===== src/rtl/soft_mute_ramp.sv =====
module soft_mute_ramp #(
  parameter int W          = 24,
  parameter int BASE_TICKS = 1152
) (
  input  logic                clk,
  input  logic                rst_n,
  input  logic                pwr_down,
  input  logic                ratio_err,
  input  logic                mute_req_n,
  input  logic [1:0]          speed,
  input  logic                wclk_tick,
  input  logic signed [W-1:0] in_left,
  input  logic signed [W-1:0] in_right,
  output logic signed [W-1:0] out_left,
  output logic signed [W-1:0] out_right,
  output logic                mute_ctl_n
);
  localparam int FULL = BASE_TICKS * 4;
  localparam int LW   = $clog2(FULL + 1);
  localparam int PW   = W + LW + 1;
  localparam logic [LW-1:0]        FULL_L = LW'(FULL);
  localparam logic signed [PW-1:0] DIV    = PW'(FULL);
  localparam logic signed [PW-1:0] QMAX   = {{(PW-W+1){1'b0}}, {(W-1){1'b1}}};
  localparam logic signed [PW-1:0] QMIN   = {{(PW-W+1){1'b1}}, {(W-1){1'b0}}};

  logic [LW-1:0] lvl, lvl_nxt, step;

  assign step = (speed == 2'b00) ? LW'(4) : (speed == 2'b01) ? LW'(2) : LW'(1);

  always_comb begin
    lvl_nxt = lvl;
    if (pwr_down)
      lvl_nxt = '0;
    else if (wclk_tick) begin
      if (!mute_req_n)
        lvl_nxt = (lvl > step) ? lvl - step : '0;
      else
        lvl_nxt = ((FULL_L - lvl) > step) ? lvl + step : FULL_L;
    end
  end

  function automatic logic signed [W-1:0] scale(input logic signed [W-1:0] s,
                                                input logic [LW-1:0] g);
    logic signed [PW-1:0] p, q;
    p = PW'(s) * $signed(PW'(g));
    q = p / DIV;
    if (q > QMAX)      scale = QMAX[W-1:0];
    else if (q < QMIN) scale = QMIN[W-1:0];
    else               scale = q[W-1:0];
  endfunction

  always_ff @(posedge clk) begin
    if (!rst_n) begin
      lvl        <= '0;
      out_left   <= '0;
      out_right  <= '0;
      mute_ctl_n <= 1'b0;
    end else begin
      lvl        <= lvl_nxt;
      out_left   <= scale(in_left, lvl);
      out_right  <= scale(in_right, lvl);
      mute_ctl_n <= !(pwr_down || ratio_err || (!mute_req_n && lvl_nxt == '0));
    end
  end
endmodule


===== config.mk =====
export PLATFORM = sky130hd
export DESIGN_NAME = soft_mute_ramp
export DESIGN_NICKNAME = d
export VERILOG_FILES = /design/src/rtl/soft_mute_ramp.sv
export SDC_FILE = /design/constraint.sdc
export NUM_CORES = 2
export LEC_CHECK = 0
export ABC_AREA = 1
export BUFFER_PORTS_ARGS = -buffer_cell sky130_fd_sc_hd__buf_2
export CORE_ASPECT_RATIO = 1.25
export CORE_MARGIN = 2
export CORE_UTILIZATION = 45
export CTS_CLUSTER_DIAMETER = 120
export DETAILED_ROUTE_END_ITERATION = 10
export GPL_TIMING_DRIVEN = 0
export PLACE_DENSITY = 0.73
export SYNTH_ARGS = -nofsm -noshare
export SYNTH_HDL_FRONTEND = slang
export SYNTH_SLANG_ARGS = --single-unit

===== constraint.sdc =====
create_clock -name clk -period 18.31 [get_ports clk]
set_input_delay 1.831 -clock clk [delete_from_list [all_inputs] [get_ports clk]]
set_output_delay 1.831 -clock clk [all_outputs]
set_load 0.02 [all_outputs]

==> flow_metrics.py <==
metrics = {
    "clock_network": {
        "tritoncts": "done",
        "cts.sinks": 62,
        "worstSkewPairLatency_ps": 360,
        "clock-root-buffer": "clkbuf_16",
        "clock_path_buffers": 2,
        "cts_hold_buf": 0,
        "htree_levels": 3,
        "numCtsBuffers": 9,
        "path_clk_slew_ps": 60,
    },
    "route": {
        "drc": 0,
        "wl_per_cell_um": 17.3,
        "drt_pass1_iterations": 8,
        "totalWireLength_mm": 127,
        "drt_iter0_drc": 2999,
        "ant_nets": 0,
        "vias": 38633,
        "via_per_inst": 5.28,
    },
    "critical_path": {
        "crit_path_start_kind": "primary input",
        "crit_arrival_ps": 20300,
        "worst_ep_required_time_ps": 18550,
        "max_stage_delay_ps": 580,
        "r2r_cells": 152,
        "crit_path_end_kind": "flip-flop",
        "crit_top_cell": "nand2_4",
        "crit_type": "primary input to flip-flop",
        "cp_max_fo": 9,
        "slowest_stage": "fa_1",
    },
    "sta": {
        "relSlewSlack": 0.171,
        "worstMarginPinSlew_ps": 1240,
        "final-setup-viol-count": 48,
        "setup_slack_ps": -1750,
        "clock-skew-final_ps": 14.8,
        "post-route-period-util": 1.10,
        "slew_viol_final": 0,
        "rsz0062_at_grt": "yes",
        "post-route-min-period_ps": 20060,
        "tns_ps": -80760,
        "fmax_ghz": 0.0498,
        "finalHoldViolCount": 0,
    },
    "logic_synthesis": {
        "ys_async_sr_fraction": 0,
        "synth_edf_count": 0,
        "syn_area_um2": 37100,
        "synth_seq_cells": 62,
        "synth_largest_area_cell": "fa_1",
        "synth.area.top_cells": "fa_1 31%, nand2_1 16%, inv_1 14%",
        "avgSynthCellArea_um2": 6.54,
        "yosysWarnings": 0,
        "synth_cell_type_count": 72,
        "synth_cells": 5676,
        "synth_flop_cell": "dfxtp_1",
        "ys_seq_area_frac": 0.0334,
        "netlist.area_leader.share": 0.314,
        "syn-num-nets": 6507,
    },
    "grt": {
        "grt_pass1_wl_mm": 190,
        "grt_max_degree": 14,
        "grt_util_all_layers": 0.279,
        "antenna_found_initial": 16,
        "grt_overflow": 0,
        "grt_pass1_vias": 37691,
    },
    "finish": {
        "fill_cells": 7016,
        "drive_gt1_frac": 0.293,
        "syn_to_final_growth_pct": 29.8,
        "layout.nets": 7061,
    },
    "die": {
        "die_x_um": 261,
        "dieArea_um2": 84900,
        "core-area_um2": 81700,
        "num_io_pins": 105,
        "initial_core_util": 0.455,
        "rows": 117,
        "die_y_um": 325,
    },
    "worst_hold_path": {
        "min_path_type": "flip-flop to flip-flop",
        "hold_depth": 3,
    },
    "placed_design": {
        "dp_hpwl_mm": 94.9,
        "place.gp.congestion": 0.975,
        "portBuffers": 103,
    },
    "status": {
        "status": "finished with violations",
        "violations": "setup timing",
    },
    "flow_run": {
        "drv_cap": 0,
    },
}
==> path summary, 6_finish.rpt <==
| kind | endpoint | slack (ps) | start |
|---|---|---|---|
| min | lvl[10] | 860 | lvl[10] |
| max | out_right[20] | -1750 | in_right[5] |
| max reg2reg | out_left[20] | -1660 | lvl[5] |
| min reg2reg | lvl[10] | 860 | lvl[10] |
==> Yosys cell counts (3+ instances only) <==
library cell,number
or2_1,3
or2_2,5
nand3_1,318
nand4_2,10
nor2_2,22
a21o_1,8
o21ai_1,32
a21oi_1,118
o21ai_2,4
dfxtp_1,62
clkbuf_8,8
ha_1,193
buf_1,58
nand3b_1,13
a21oi_4,3
a31oi_1,5
nand2_2,154
xor2_1,125
nor3_2,3
o21bai_1,9
nand3_2,20
nor4_1,12
o211ai_1,13
clkinv_1,16
buf_4,4
nor2_1,315
clkbuf_1,75
clkinv_2,4
buf_6,9
nand2_4,42
inv_2,81
nand2_1,1592
fa_1,582
xnor2_1,31
xor2_2,3
o31ai_1,6
o221ai_1,3
nor3_1,45
inv_1,1396
a21oi_2,26
o21ai_0,105
nand4_1,104
==> worst max-delay path, delay by kind of cell <==
kind	cells	cell delay (ps)
AOI/OAI and AO/OA	7	1000
xor gates and xnor gates	1	190
adders and majority gates	8	3430
buffers and inverters	26	2510
and+or+nand+nor	110	11270
==> final cells by class <==
cell class,count,area (µm²),share of cell area
Clock buffer,9,225,0.00467
Buffer,158,1310,0.0272
Multi-Input combinational cell,3956,34100,0.708
Antenna cell,12,30.0,0.000623
Sequential cell,62,1240,0.0257
Timing Repair Buffer,543,4150,0.0861
Inverter,1500,5700,0.118
Tap cell,1071,1340,0.0278
Clock inverter,7,103,0.00213
==> metal layers <==
metal  GRT usage  vias to the layer above  part of all wire
met2       0.484                     1653              0.49
met5           0                        -           0.00053
li1            -                    17856                 -
met4       0.148                       12             0.069
met1       0.330                    18551              0.37
met3      0.0402                      561             0.073
==> per-stage QoR <==
stage	worst slack, ps	utilization	instances	hold WS [ps]	instance area (µm²)
3_3_place_gp	-3040	0.485	6850	823	39700
3_5_place_dp	-3410	0.485	6850	851	39700
2_1_floorplan	2.03	-	5676	698	37800
6_report	-1750	0.590	7318	863	48200
5_1_grt	-2840	0.590	7314	929	48200
4_1_cts	-1350	0.533	7079	855	43500
==> cells by family (layout without fill, tap and decap cells) <==
| kind of cell | Yosys count | after routing | share of synthesized area |
|---|---|---|---|
| compound gates | 349 | 349 | 0.0555 |
| xor+xnor | 160 | 160 | 0.0385 |
| other cells | 0 | 12 | 0 |
| simple gates | 2671 | 2671 | 0.320 |
| fa+ha+maj | 775 | 775 | 0.379 |
| mux | 1 | 1 | 0.000269 |
| buf+inv | 1658 | 2217 | 0.173 |
| flops | 62 | 62 | 0.0334 |
==> repair_timing <==
| action | CTS | global route |
|---|---|---|
| pin swaps | 268 | 522 |
| endpoints found under the setup margin | 48 | 48 |
| setup buffers | 208 | 221 |
| cloned | 5 | 7 |
| gates resized for setup | 504 | 777 |
==> flip-flops by register name, summed over array words and instances, names as in the netlist <==
| register | cells |
|---|---|
| out_right | 24 |
| mute_ctl_n | 1 |
| lvl | 13 |
| out_left | 24 |
==> cell usage in the layout, fill, tap and decap left out, types with 19 or more instances in the layout <==
cell type	n
buf_6	46
buf_8	21
o21ai_0	65
inv_2	165
fa_2	24
nor3_1	31
xor2_1	107
a21oi_1	60
nand4_1	104
ha_1	138
clkbuf_1	38
o21ai_1	40
nand3_1	234
nand2_1	1321
buf_4	421
nor2_1	218
inv_1	1299
nand3_2	71
nor2_4	52
buf_2	100
nand3_4	34
a21oi_2	64
nand2_4	190
nand2_2	260
fa_1	558
ha_4	50
inv_4	19
xnor2_1	25
dfxtp_1	62
o21ai_2	29
nor2_2	69
a21oi_4	23
Power is not shown: default switching activity piles up to over one toggle a cycle in this logic, so the estimate is an artifact.
